**src/rtl/unbundle_pkg.sv**
```systemverilog
package unbundle_pkg;

  // Field layout of the trailer and header words
  localparam int HDR_BYTES   = 4;
  localparam int CNT_FIELD_W = 16;
  localparam int OFF_LSB     = 16;
  localparam int LEN_LSB     = 16;
  localparam int LEN_W       = 13;
  localparam int CRC_BIT     = 29;
  localparam int DROP_BIT    = 31;
  localparam int ALIGN_LG2   = 3;
  localparam int MIN_PKT     = 6;

  typedef enum logic [3:0] {
    ST_IDLE, ST_LEN, ST_TRAIL, ST_TLOAD, ST_WALK,
    ST_HDR, ST_DECIDE, ST_EMIT, ST_FIN
  } walkState_t;

  // Strobes from control to datapath
  typedef struct packed {
    logic       latchLen;
    logic       clrCounts;
    logic       rdIssue;
    logic       useHdrBase;
    logic [1:0] byteSel;
    logic       loadTrailer;
    logic       advance;
    logic       bumpEmit;
    logic       bumpSkip;
  } ctlStrobe_t;

  // Conditions from datapath to control
  typedef struct packed {
    logic tooShort;
    logic countZero;
    logic hdrPastEnd;
    logic posAtEnd;
    logic pktFits;
  } dpStatus_t;

endpackage

```
**src/rtl/unbundle_dp.sv**
```systemverilog
module unbundle_dp
  import unbundle_pkg::*;
#(
  parameter int ADDR_W = 16,
  parameter int CNT_W  = 16
) (
  input  logic              clk,
  input  logic              rstN,
  input  ctlStrobe_t        ctl,
  input  logic [ADDR_W-1:0] xferLen,
  input  logic [7:0]        rdData,
  output dpStatus_t         status,
  output logic [ADDR_W-1:0] rdAddr,
  output logic [ADDR_W-1:0] pktOffset,
  output logic [LEN_W-1:0]  pktLen,
  output logic [1:0]        pktErr,
  output logic [CNT_W-1:0]  emitCount,
  output logic [CNT_W-1:0]  skipCount
);

  localparam int OFF_W = (ADDR_W > CNT_FIELD_W) ? ADDR_W : CNT_FIELD_W;
  localparam int POS_W = OFF_W + 2;

  logic [ADDR_W-1:0]      lenQ;
  logic [31:0]            wordQ;
  logic                   rdPend;
  logic [CNT_FIELD_W-1:0] pktsLeft;
  logic [POS_W-1:0]       hdrPos;
  logic [POS_W-1:0]       dataPos;

  logic [POS_W-1:0]  lenExt;
  logic [LEN_W-1:0]  curLen;
  logic [POS_W-1:0]  padLen;
  logic [POS_W-1:0]  stepLen;
  logic [ADDR_W-1:0] baseAddr;

  always_comb begin
    lenExt  = POS_W'(lenQ);
    curLen  = wordQ[LEN_LSB +: LEN_W];
    padLen  = POS_W'(curLen) + POS_W'((1 << ALIGN_LG2) - 1);
    stepLen = {padLen[POS_W-1:ALIGN_LG2], {ALIGN_LG2{1'b0}}};

    status.tooShort   = lenQ < ADDR_W'(HDR_BYTES);
    status.countZero  = pktsLeft == '0;
    status.hdrPastEnd = (hdrPos + POS_W'(HDR_BYTES)) > lenExt;
    status.posAtEnd   = dataPos >= lenExt;
    status.pktFits    = (curLen >= LEN_W'(MIN_PKT)) &&
                        ((dataPos + POS_W'(curLen)) <= lenExt);

    baseAddr  = ctl.useHdrBase ? hdrPos[ADDR_W-1:0] : (lenQ - ADDR_W'(HDR_BYTES));
    rdAddr    = baseAddr + ADDR_W'(ctl.byteSel);
    pktOffset = dataPos[ADDR_W-1:0];
    pktLen    = curLen;
    pktErr    = {wordQ[DROP_BIT], wordQ[CRC_BIT]};
  end

  always_ff @(posedge clk) begin
    if (!rstN) begin
      lenQ      <= '0;
      wordQ     <= '0;
      rdPend    <= 1'b0;
      pktsLeft  <= '0;
      hdrPos    <= '0;
      dataPos   <= '0;
      emitCount <= '0;
      skipCount <= '0;
    end else begin
      rdPend <= ctl.rdIssue;
      if (ctl.latchLen) lenQ <= xferLen;
      // bytes arrive lowest address first: shift in from the top
      if (rdPend) wordQ <= {rdData, wordQ[31:8]};
      if (ctl.loadTrailer) begin
        pktsLeft <= wordQ[CNT_FIELD_W-1:0];
        hdrPos   <= POS_W'(wordQ[OFF_LSB +: CNT_FIELD_W]);
        dataPos  <= '0;
      end else if (ctl.advance) begin
        pktsLeft <= pktsLeft - 1'b1;
        hdrPos   <= hdrPos + POS_W'(HDR_BYTES);
        dataPos  <= dataPos + stepLen;
      end
      if (ctl.clrCounts) begin
        emitCount <= '0;
        skipCount <= '0;
      end else begin
        if (ctl.bumpEmit) emitCount <= emitCount + 1'b1;
        if (ctl.bumpSkip) skipCount <= skipCount + 1'b1;
      end
    end
  end

endmodule

```
**src/rtl/unbundle_ctrl.sv**
```systemverilog
module unbundle_ctrl
  import unbundle_pkg::*;
(
  input  logic       clk,
  input  logic       rstN,
  input  logic       start,
  input  logic       pktReady,
  input  dpStatus_t  status,
  output ctlStrobe_t ctl,
  output logic       rdEn,
  output logic       pktValid,
  output logic       done
);

  walkState_t state, stateNext;
  logic [2:0] fetchCnt;
  logic       fetching;
  logic       fetchLast;

  always_comb begin
    ctl       = '0;
    stateNext = state;
    fetching  = (state == ST_TRAIL) || (state == ST_HDR);
    fetchLast = fetchCnt == 3'd4;
    pktValid  = 1'b0;
    done      = 1'b0;

    if (fetching) begin
      ctl.rdIssue    = !fetchCnt[2];
      ctl.byteSel    = fetchCnt[1:0];
      ctl.useHdrBase = state == ST_HDR;
    end

    unique case (state)
      ST_IDLE: if (start) begin
        ctl.latchLen  = 1'b1;
        ctl.clrCounts = 1'b1;
        stateNext     = ST_LEN;
      end
      ST_LEN:   stateNext = status.tooShort ? ST_FIN : ST_TRAIL;
      ST_TRAIL: if (fetchLast) stateNext = ST_TLOAD;
      ST_TLOAD: begin
        ctl.loadTrailer = 1'b1;
        stateNext       = ST_WALK;
      end
      ST_WALK: begin
        if (status.countZero || status.hdrPastEnd || status.posAtEnd)
          stateNext = ST_FIN;
        else
          stateNext = ST_HDR;
      end
      ST_HDR: if (fetchLast) stateNext = ST_DECIDE;
      ST_DECIDE: begin
        if (status.pktFits) begin
          stateNext = ST_EMIT;
        end else begin
          ctl.bumpSkip = 1'b1;
          ctl.advance  = 1'b1;
          stateNext    = ST_WALK;
        end
      end
      ST_EMIT: begin
        pktValid = 1'b1;
        if (pktReady) begin
          ctl.bumpEmit = 1'b1;
          ctl.advance  = 1'b1;
          stateNext    = ST_WALK;
        end
      end
      ST_FIN: begin
        done      = 1'b1;
        stateNext = ST_IDLE;
      end
      default: stateNext = ST_IDLE;
    endcase

    rdEn = ctl.rdIssue;
  end

  always_ff @(posedge clk) begin
    if (!rstN) begin
      state    <= ST_IDLE;
      fetchCnt <= '0;
    end else begin
      state <= stateNext;
      if (stateNext != state) fetchCnt <= '0;
      else if (fetching)      fetchCnt <= fetchCnt + 1'b1;
    end
  end

endmodule

```
**src/rtl/pkt_unbundler.sv**
```systemverilog
module pkt_unbundler
  import unbundle_pkg::*;
#(
  parameter int ADDR_W = 16,
  parameter int CNT_W  = 16
) (
  input  logic              clk,
  input  logic              rstN,
  input  logic              start,
  input  logic [ADDR_W-1:0] xferLen,
  output logic              rdEn,
  output logic [ADDR_W-1:0] rdAddr,
  input  logic [7:0]        rdData,
  output logic              pktValid,
  input  logic              pktReady,
  output logic [ADDR_W-1:0] pktOffset,
  output logic [LEN_W-1:0]  pktLen,
  output logic [1:0]        pktErr,
  output logic              done,
  output logic [CNT_W-1:0]  emitCount,
  output logic [CNT_W-1:0]  skipCount
);

  ctlStrobe_t ctl;
  dpStatus_t  status;

  unbundle_ctrl i_ctrl (
    .clk      (clk),
    .rstN     (rstN),
    .start    (start),
    .pktReady (pktReady),
    .status   (status),
    .ctl      (ctl),
    .rdEn     (rdEn),
    .pktValid (pktValid),
    .done     (done)
  );

  unbundle_dp #(.ADDR_W(ADDR_W), .CNT_W(CNT_W)) i_dp (
    .clk       (clk),
    .rstN      (rstN),
    .ctl       (ctl),
    .xferLen   (xferLen),
    .rdData    (rdData),
    .status    (status),
    .rdAddr    (rdAddr),
    .pktOffset (pktOffset),
    .pktLen    (pktLen),
    .pktErr    (pktErr),
    .emitCount (emitCount),
    .skipCount (skipCount)
  );

endmodule

```
**config.mk**
```make
export PLATFORM = sky130hd
export DESIGN_NAME = pkt_unbundler
export DESIGN_NICKNAME = d
export VERILOG_FILES = /design/src/rtl/unbundle_pkg.sv /design/src/rtl/unbundle_dp.sv /design/src/rtl/unbundle_ctrl.sv /design/src/rtl/pkt_unbundler.sv
export SDC_FILE = /design/constraint.sdc
export NUM_CORES = 1
export LEC_CHECK = 0
export BUFFER_PORTS_ARGS = -buffer_cell sky130_fd_sc_hd__buf_2
export CAP_MARGIN = 0
export CORE_MARGIN = 1.5
export CORE_UTILIZATION = 46
export DETAILED_ROUTE_END_ITERATION = 8
export PLACE_DENSITY_LB_ADDON = 0.25
export SKIP_CTS_REPAIR_TIMING = 1
export SLEW_MARGIN = 30
export SYNTH_ARGS = -nofsm -noshare
export SYNTH_HDL_FRONTEND = slang
export SYNTH_SLANG_ARGS = --single-unit
export TNS_END_PERCENT = 100
```
**constraint.sdc**
```tcl
create_clock -name clk -period 12.26 [get_ports clk]
set_input_delay 2.452 -clock clk [delete_from_list [all_inputs] [get_ports clk]]
set_output_delay 2.452 -clock clk [all_outputs]
set_load 0.01 [all_outputs]
```
==> summary.md, run 1 <==
| Metric | Value |
|---|---|
| Run status | finished clean |
| Placed Area | a little under 10000 um^2 |
| Core Rows | 52 |
| Cell count of the worst reg-to-reg path | 20 |
| Slew at the pin closest to its max-slew limit | around 0.83 ns |
| Data arrival time of the critical path | roughly 3.4 ns |
| Synth Flop Type | sky130_fd_sc_hd__dfxtp_1 |
| Post-synthesis cell type count | 75 |
| Root cell of the clock tree | sky130_fd_sc_hd__clkbuf_16 |
| Data required time at the worst endpoint | 9.81 ns |
| Die Outline Area | roughly 21000 um^2 |
| Share of post-route cells with drive strength above 1 | roughly 13% |
| Number of warnings printed during yosys synthesis | 0 |
| HPWL reported at the end of detailed placement | around 19000 um |
| Gate count after technology mapping | ~1200 |
| Post-route standard cell area excluding fillers | a little over 10000 um^2 |
| Number of global-route vias before repair | a little under 8000 |
| Antenna violations before repair | 0 |
| DRC violation total after the first TritonRoute iteration | 629 |
| Port Buffers | ~110 |
| Routed via count divided by cell count | 5.694 |
| Netlist area before placement | approximately 9400 um^2 |
| GRT Overall Usage | 24.72% |
| Cell Chain, Critical Path | inv_1 > ha_1 > or4b_1 > or3_1 > a31oi_1 > nand4_1 > inv_1 > o2111ai_1 > nor2_1 > nand4_1 > xnor2_1 > buf_2 |
| Endpoints failing setup | 0 |
| Post-route antenna net violation count | 0 |
| Area share of the largest cell type after synthesis | between 20% and 30% |
| Post-synthesis sequential element count | around 140 |
| Asr flop ratio synth | 0% |
| Total global routing overflow | 0 |
| Worst hold path type | flip-flop to flip-flop |
| Part of the cycle the worst path needs | a little under half |
| Cell depth of the worst hold path | 2 |
| Crit path largest cell delay | 0.53 ns |
| Horiz. Die Dim | roughly 150 um |
| Worst hold path endpoint | i_dp.lenQ[14]$_SDFFE_PN0P_ |
| Slowest-stage cell, CP | sky130_fd_sc_hd__or4b_1 |
| Unrepaired setup endpoints after global routing | false |
| Setup clock skew after layout | between 0.007 and 0.008 ns |
| Average wire per cell in the routed design | 17.26 um |
| Leak Pwr | between 4 and 5 nW |
| R2R Setup Slk | around 6.6 ns |
| Max Clock Freq | approximately 170 MHz |
| Crit start category | flip-flop |
| Clock tree sinks | around 140 |
| Setup TNS Final | 0 ns |
| Max FO, Critical Path | 8 |
| First-pass GRT wire length | 41970 um |
| # diodes | 0 |
| Total Power Consumption | between 0.001 and 0.0015 W |
| Cell types occupying the most area after synthesis | sky130_fd_sc_hd__dfxtp_1, sky130_fd_sc_hd__ha_1, sky130_fd_sc_hd__xnor2_1, sky130_fd_sc_hd__nand2_1, sky130_fd_sc_hd__nor2_1 |
| Clock tree from TritonCTS | done |
| Largest area contributor in the synthesized netlist | sky130_fd_sc_hd__dfxtp_1 |
| Hold Fails Final Rpt | 0 |
| Gp weighted congestion | 0.9417 |
| Starting density of the core | 46.60% |
| HP Start | i_dp.lenQ[14]$_SDFFE_PN0P_ |
| Total power divided by cell area | 112.3 nW/um^2 |
| Tightest slew margin relative to the limit | between 40 and 50% |
| Total number of nets in the final design | 1336 |
| Max Root-Sink Buffers | 2 |
| DRT Wirelength | about 26000 um |
| R2r endpoint | i_dp.hdrPos[6]$_SDFFE_PN0P_ |
| Commonest non-fill, non-tap cells in the layout | sky130_fd_sc_hd__nand2_1, sky130_fd_sc_hd__dfxtp_1, sky130_fd_sc_hd__nor2_1 |
| Minimum clock period after layout | 5.855 ns |
| Number of enable flip-flop cells after synthesis | 0 |
| H-tree depth | 4 |
| Count of pins on the block boundary | 110 |
| Synthesis-to-finish area growth | 10.83% |
| Critical path endpoint category | primary output |
| Placeable core area | ~20000 um^2 |
| Post-CTS clock slew at the launch and capture registers of the worst setup and hold paths | about 0.060 ns |
| Critical R2R Launch | i_dp.wordQ[19]$_SDFFE_PN0P_ |
| Worst skew pair latency | 0.43 ns |
| Chip height | roughly 150 um |
| Detailed Routing Iterations Pass 1 | 7 |
| Count of max-cap constraint violations | 0 |
| Total clock buffers created by CTS | 17 |
| Worst Path Class, Setup | flip-flop to primary output |
| Residual DRC | 0 |
| Share of synthesized area occupied by flip-flops and latches | 29.28% |
| Most common cell after layout, fill and taps aside | sky130_fd_sc_hd__nand2_1 |
| Final max-slew violation count | 0 |
| Average instance area after synthesis | around 7.8 um^2 |
| Total via count after detailed routing | approximately 8600 |
| Worst ir drop on vdd | 0.00009147 V |
| Largest net degree at the start of global routing | 67 |
critical path, delay by kind of cell (launching register included):
family	cells	cell delay, ns
xor+xnor	1	0.15
flops	1	0.38
compound gates	2	0.37
fa+ha+maj	1	0.23
simple gates	5	1.42
buf+inv	3	0.43
report_power, final:
group	switching (W)	leakage, nW	internal [W]	total (W)
Sequential	0.0000157	1.11	0.000452	0.000468
Combinational	0.000101	2.83	0.0000656	0.000167
Clock	0.000221	0.289	0.000310	0.000531
cells by family after synthesis:
kind of cell,count (synthesis),synth area share (%)
XOR/XNOR,93,8.775
multiplexers,34,3.633
adder cells (fa/ha/maj),78,10.66
AO/OA/AOI/OAI,248,17.14
AND/OR/NAND/NOR,460,23.11
flip-flops,137,29.28
other,1,0.04003
buffers and inverters,143,7.373
flip-flops by register name, indices dropped and copies added, names as in the netlist:
name	cells
i_dp.emitCount	16
i_ctrl.fetchCnt	3
i_ctrl.state	4
i_dp.lenQ	16
i_dp.wordQ	32
i_dp.rdPend	1
i_dp.dataPos	15
i_dp.hdrPos	18
i_dp.pktsLeft	16
i_dp.skipCount	16
cell usage after synthesis (3+ instances only):
| master | n |
|---|---|
| sky130_fd_sc_hd__or3_1 | 19 |
| sky130_fd_sc_hd__a31oi_1 | 13 |
| sky130_fd_sc_hd__a21oi_1 | 85 |
| sky130_fd_sc_hd__ha_1 | 75 |
| sky130_fd_sc_hd__o211ai_1 | 10 |
| sky130_fd_sc_hd__buf_4 | 32 |
| sky130_fd_sc_hd__nand4_1 | 20 |
| sky130_fd_sc_hd__or2_2 | 3 |
| sky130_fd_sc_hd__o311ai_1 | 5 |
| sky130_fd_sc_hd__o21a_1 | 10 |
| sky130_fd_sc_hd__nor4_1 | 19 |
| sky130_fd_sc_hd__o31ai_1 | 3 |
| sky130_fd_sc_hd__o31a_1 | 7 |
| sky130_fd_sc_hd__nor2_1 | 128 |
| sky130_fd_sc_hd__clkbuf_1 | 43 |
| sky130_fd_sc_hd__nor3_1 | 18 |
| sky130_fd_sc_hd__a31o_2 | 4 |
| sky130_fd_sc_hd__dfxtp_1 | 137 |
| sky130_fd_sc_hd__nor3b_1 | 4 |
| sky130_fd_sc_hd__buf_1 | 8 |
| sky130_fd_sc_hd__a21o_1 | 12 |
| sky130_fd_sc_hd__o41ai_1 | 5 |
| sky130_fd_sc_hd__nand2_1 | 146 |
| sky130_fd_sc_hd__xor2_1 | 25 |
| sky130_fd_sc_hd__a211oi_1 | 16 |
| sky130_fd_sc_hd__nor4b_1 | 3 |
| sky130_fd_sc_hd__inv_1 | 48 |
| sky130_fd_sc_hd__nand2b_1 | 8 |
| sky130_fd_sc_hd__and3_1 | 20 |
| sky130_fd_sc_hd__buf_6 | 3 |
| sky130_fd_sc_hd__nor2b_1 | 6 |
| sky130_fd_sc_hd__nand3_1 | 42 |
| sky130_fd_sc_hd__xnor2_1 | 67 |
| sky130_fd_sc_hd__and2_1 | 9 |
| sky130_fd_sc_hd__buf_2 | 8 |
| sky130_fd_sc_hd__or4_1 | 4 |
| sky130_fd_sc_hd__o2111ai_1 | 3 |
| sky130_fd_sc_hd__a32oi_1 | 7 |
| sky130_fd_sc_hd__fa_1 | 3 |
| sky130_fd_sc_hd__mux2i_1 | 34 |
| sky130_fd_sc_hd__o21ai_0 | 43 |
per-layer routing:
| metal | vias up | routed length (um) | track usage, % |
|---|---|---|---|
| met5 | - | 0 | 0 |
| met4 | 0 | 858 | 10.97 |
| met3 | 52 | 1784 | 5.737 |
| met2 | 280 | 11320 | 37.52 |
| met1 | 4007 | 12140 | 33.43 |
| li1 | 4271 | - | - |
area by class of cell:
type / instances / area [um^2]
multi-input combinational: 916 / 5957
clock inverter: 13 / 161.4
fill: 1950 / 9722
timing repair buffer: 110 / 560.5
inverter: 48 / 180.2
clock buffer: 18 / 439.2
sequential: 137 / 2746
tap: 270 / 337.8
per-stage QoR:
stage                     cells  worst slack (ns)  utilization [%]  hold slack [ns]
after floorplan            1196             7.010                -           0.4363
after global placement     1481             6.768            48.61           0.4476
after detailed placement   1481             6.700            48.61           0.4520
after CTS                  1512             6.210            51.59           0.4616
after global routing       1512             6.064            51.64           0.4861
final                      1512             6.405            51.64           0.4612
worst max path at each step:
| stage | start | endpoint | slack (ns) | depth (start not counted) |
|---|---|---|---|---|
| floorplan | i_ctrl.state[2]$_SDFF_PN0_ | rdAddr[3] | 7.01 | 11 |
| detailed placement | i_ctrl.state[0]$_SDFF_PN0_ | rdAddr[5] | 6.70 | 10 |
| finish | i_dp.lenQ[3]$_SDFFE_PN0P_ | rdAddr[14] | 6.40 | 12 |
| global placement | i_ctrl.state[0]$_SDFF_PN0_ | rdAddr[5] | 6.77 | 10 |
| CTS | i_ctrl.state[0]$_SDFF_PN0_ | rdAddr[5] | 6.21 | 10 |
| global route | i_ctrl.state[1]$_SDFF_PN0_ | rdAddr[5] | 6.06 | 11 |
(Power assumes the default switching activity.)
==> run 2: changes to the inputs <==
--- a/config.mk
+++ b/config.mk
@@ -5,6 +5,7 @@
 export SDC_FILE = /design/constraint.sdc
 export NUM_CORES = 1
 export LEC_CHECK = 0
+export ABC_AREA = 1
 export BUFFER_PORTS_ARGS = -buffer_cell sky130_fd_sc_hd__buf_2
 export CAP_MARGIN = 0
 export CORE_MARGIN = 1.5
==> constraint.sdc (replaced) <==
create_clock -name clk -period 5.25 [get_ports clk]
set_input_delay 1.05 -clock clk [delete_from_list [all_inputs] [get_ports clk]]
set_output_delay 1.05 -clock clk [all_outputs]
set_load 0.01 [all_outputs]
==> summary.md, run 2 <==
| Metric | Value |
|---|---|
| Die Outline Area | 21150 um^2 (-0.38%) |
| Crit start category | flip-flop |
| Number of global-route vias before repair | 8338 (+5.2%) |
| Setup clock skew after layout | 0.008653 ns (+0.0008589 ns) |
| Leak Pwr | 4.975 nW (+18%) |
| Placeable core area | 19650 um^2 (-2.2%) |
| Average wire per cell in the routed design | 14.58 um (-16%) |
| DRC violation total after the first TritonRoute iteration | 590 (-6.2%) |
| Clock tree from TritonCTS | done |
| Final Worst Setup Slack | 0.7419 ns (-5.663 ns) |
| Most frequently used cell type in the post-synthesis netlist | sky130_fd_sc_hd__nand2_1 |
| Worst hold path type | flip-flop to flip-flop |
| Part of the cycle the worst path needs | a little under nine tenths |
| Post-route antenna net violation count | 0 (unchanged) |
| Total via count after detailed routing | 8890 (+3.3%) |
| Largest net degree at the start of global routing | 58 (-13%) |
| Chip height | 145.4 um (-0.19%) |
| Util after Layout | 53.10% (+1.5 points) |
| Starting density of the core | 47.48% (+0.88 points) |
| Synth Flop Type | sky130_fd_sc_hd__dfxtp_1 |
| Hold Fails Final Rpt | 0 (unchanged) |
| Tightest slew margin relative to the limit | 45.38% (+1.1 points) |
| Slew at the pin closest to its max-slew limit | 0.8185 ns (-0.01539 ns) |
| Share of synthesized area occupied by flip-flops and latches | 29.39% (+0.11 points) |
| Antenna violations before repair | 0 (unchanged) |
| Routed length on met3 | 1312 um (-26%) |
| Run status | finished clean |
| Core Rows | 51 (-1.9%) |
| Gate count after technology mapping | 1366 (+14%) |
| Total global routing overflow | 0 (unchanged) |
| Horiz. Die Dim | 145.4 um (-0.19%) |
| Crit path largest cell delay | 0.32 ns (-0.21 ns) |
| DRT Wirelength | 24940 um (-4.5%) |
| Number of warnings printed during yosys synthesis | 0 (unchanged) |
| Largest area contributor in the synthesized netlist | sky130_fd_sc_hd__dfxtp_1 |
| Detailed-route wire length on metal 1 | 12070 um (-0.58%) |
| Post-synthesis sequential element count | 137 (unchanged) |
| Asr flop ratio synth | 0% (unchanged) |
| Max FFs per register | 32 (unchanged) |
| Highest routing layer actually used | met4 |
| Max Root-Sink Buffers | 2 (unchanged) |
| Total power divided by cell area | 274.1 nW/um^2 (+140%) |
| Max FO, Critical Path | 7 (-1) |
| Count of max-cap constraint violations | 0 (unchanged) |
| Multi-input gate area | 5544 um^2 (-6.9%) |
| Data required time at the worst endpoint | 4.20 ns (-5.61 ns) |
| Min Hold Slack | 0.4693 ns (+0.008065 ns) |
| Data arrival time of the critical path | 3.46 ns (+0.06 ns) |
| GRT Overall Usage | 24.08% (-0.64 points) |
| Root cell of the clock tree | sky130_fd_sc_hd__clkbuf_16 |
| Area share of the largest cell type after synthesis | 29.39% (+0.11 points) |
| Residual DRC | 0 (unchanged) |
| Post-route standard cell area excluding fillers | 10440 um^2 (+0.52%) |
| Number of enable flip-flop cells after synthesis | 0 (unchanged) |
| Pre-CTS WS | 0.8380 ns (-5.862 ns) |
| Commonest cells post-synth | sky130_fd_sc_hd__nand2_1, sky130_fd_sc_hd__inv_1, sky130_fd_sc_hd__nor2_1 |
| Register area | 2743 um^2 (-0.14%) |
| Netlist area before placement | 9331 um^2 (-0.39%) |
| Placed Area | 9836 um^2 (+0.65%) |
| Register with the highest flop count | i_dp.wordQ |
| Share of post-route cells with drive strength above 1 | 11.76% (-1.2 points) |
| Critical path endpoint category | primary output |
| H-tree depth | 4 (unchanged) |
| Port Buffers | 106 (unchanged) |
| Post-synthesis cell type count | 48 (-36%) |
| Final max-slew violation count | 0 (unchanged) |
| Total clock buffers created by CTS | 17 (unchanged) |
| Slowest-stage cell, CP | sky130_fd_sc_hd__dfxtp_1 |
| Worst skew pair latency | 0.43 ns (about the same) |
| Most frequent cell on the critical path | sky130_fd_sc_hd__nor2_1 |
| Setup TNS Final | 0 ns (unchanged) |
| HPWL reported at the end of detailed placement | 18810 um (-1.3%) |
| Max Clock Freq | about 220 MHz |
| Number of inserted filler cells in the final layout | 1982 (+1.6%) |
| Detailed Routing Iterations Pass 1 | 5 (-2) |
| Cell types occupying the most area after synthesis | sky130_fd_sc_hd__dfxtp_1, sky130_fd_sc_hd__nand2_1, sky130_fd_sc_hd__ha_1, sky130_fd_sc_hd__a21oi_1, sky130_fd_sc_hd__inv_1 |
| Post-CTS clock slew at the launch and capture registers of the worst setup and hold paths | 0.06 ns (about the same) |
| Biggest regs | i_dp.wordQ x32, i_dp.hdrPos x18 |
| Synthesis-to-finish area growth | 11.84% |
| Gp weighted congestion | 0.9173 (-2.6%) |
| Cell Chain, Critical Path | nor2_1 > inv_1 > nor3_1 > nor2_1 > nor2_1 > ha_1 > fa_1 > nand2_1 > nor2_1 > nand3_1 > nor3_2 > nand3_1 > nor2_1 > nand2_1 > xnor2_1 > buf_2 |
| Clock tree sinks | 137 (unchanged) |
| Routed met2 length | 11170 um (-1.3%) |
| Worst Path Class, Setup | flip-flop to primary output |
| Worst ir drop on vdd | 0.0002224 V (+140%) |
| Minimum clock period after layout | between 4 and 5 ns |
| # diodes | 0 (unchanged) |
| Unrepaired setup endpoints after global routing | false |
| Average instance area after synthesis | 6.831 um^2 (-13%) |
| First-pass GRT wire length | 41230 um (-1.8%) |
| Routed via count divided by cell count | 5.199 (-8.7%) |
| Most common cell after layout, fill and taps aside | sky130_fd_sc_hd__nand2_1 |
| Count of pins on the block boundary | 110 (unchanged) |
| Total number of nets in the final design | 1538 (+15%) |
| Endpoints failing setup | 0 (unchanged) |
| Commonest non-fill, non-tap cells in the layout | sky130_fd_sc_hd__nand2_1, sky130_fd_sc_hd__inv_1, sky130_fd_sc_hd__nor2_1 |
==> run 2: area by class of cell <==
cell class / count / area share, %
sequential: 137 / 26.28
clock buffer: 17 / 4.076
clock inverter: 15 / 1.678
multi-input combinational: 995 / 53.12
inverter: 167 / 6.006
timing repair buffer: 114 / 5.659
tap: 265 / 3.177
==> run 2: cell families after synthesis <==
group	after synthesis	synth area share [%]
AOI/OAI and AO/OA	301	17.42
xor gates and xnor gates	73	6.852
adders and majority gates	78	10.70
buffers and inverters	236	11.30
DFF	137	29.39
other	1	0.04019
and+or+nand+nor	540	24.30
==> run 2: path summary, 6_finish.rpt <==
| check | startpoint | to | slack [ns] | depth (start not counted) |
|---|---|---|---|---|
| worst max-delay path | i_ctrl.state[2]$_SDFF_PN0_ | rdAddr[14] | 0.74 | 16 |
| worst max register to register | i_dp.wordQ[19]$_SDFFE_PN0P_ | i_dp.dataPos[16]$_SDFFE_PP0P_ | 0.76 | 26 |
| worst min-delay path | i_dp.pktsLeft[8]$_SDFFE_PN0P_ | i_dp.pktsLeft[8]$_SDFFE_PN0P_ | 0.47 | 2 |
| worst min register to register | i_dp.pktsLeft[8]$_SDFFE_PN0P_ | i_dp.pktsLeft[8]$_SDFFE_PN0P_ | 0.47 | 2 |
==> run 2: layer usage <==
layer	global-route usage, %	up-vias
li1	-	4574
met5	0	-
met2	39.12	222
met4	7.092	0
met3	4.483	26
met1	32.47	4068
==> run 2: per-stage QoR <==
stage	std cells	total power [W]
2_1_floorplan	1368	0.001495
3_3_place_gp	1678	0.001634
3_5_place_dp	1678	0.001640
4_1_cts	1710	0.002876
5_1_grt	1710	0.003000
6_report	1710	0.002860
==> run 2: power breakdown <==
group / internal, W / switching (W) / leakage (nW)
combinational: 0.000178 / 0.000335 / 3.58
sequential: 0.00107 / 0.0000369 / 1.11
clock: 0.000747 / 0.000490 / 0.286
==> run 2: critical path: cells and delay by family, from the launching register on <==
kind	cells	cell delay, ns
XOR/XNOR	1	0.15
adder cells (fa/ha/maj)	2	0.41
buffers and inverters	2	0.26
flip-flops	1	0.32
AND/OR/NAND/NOR	11	1.88
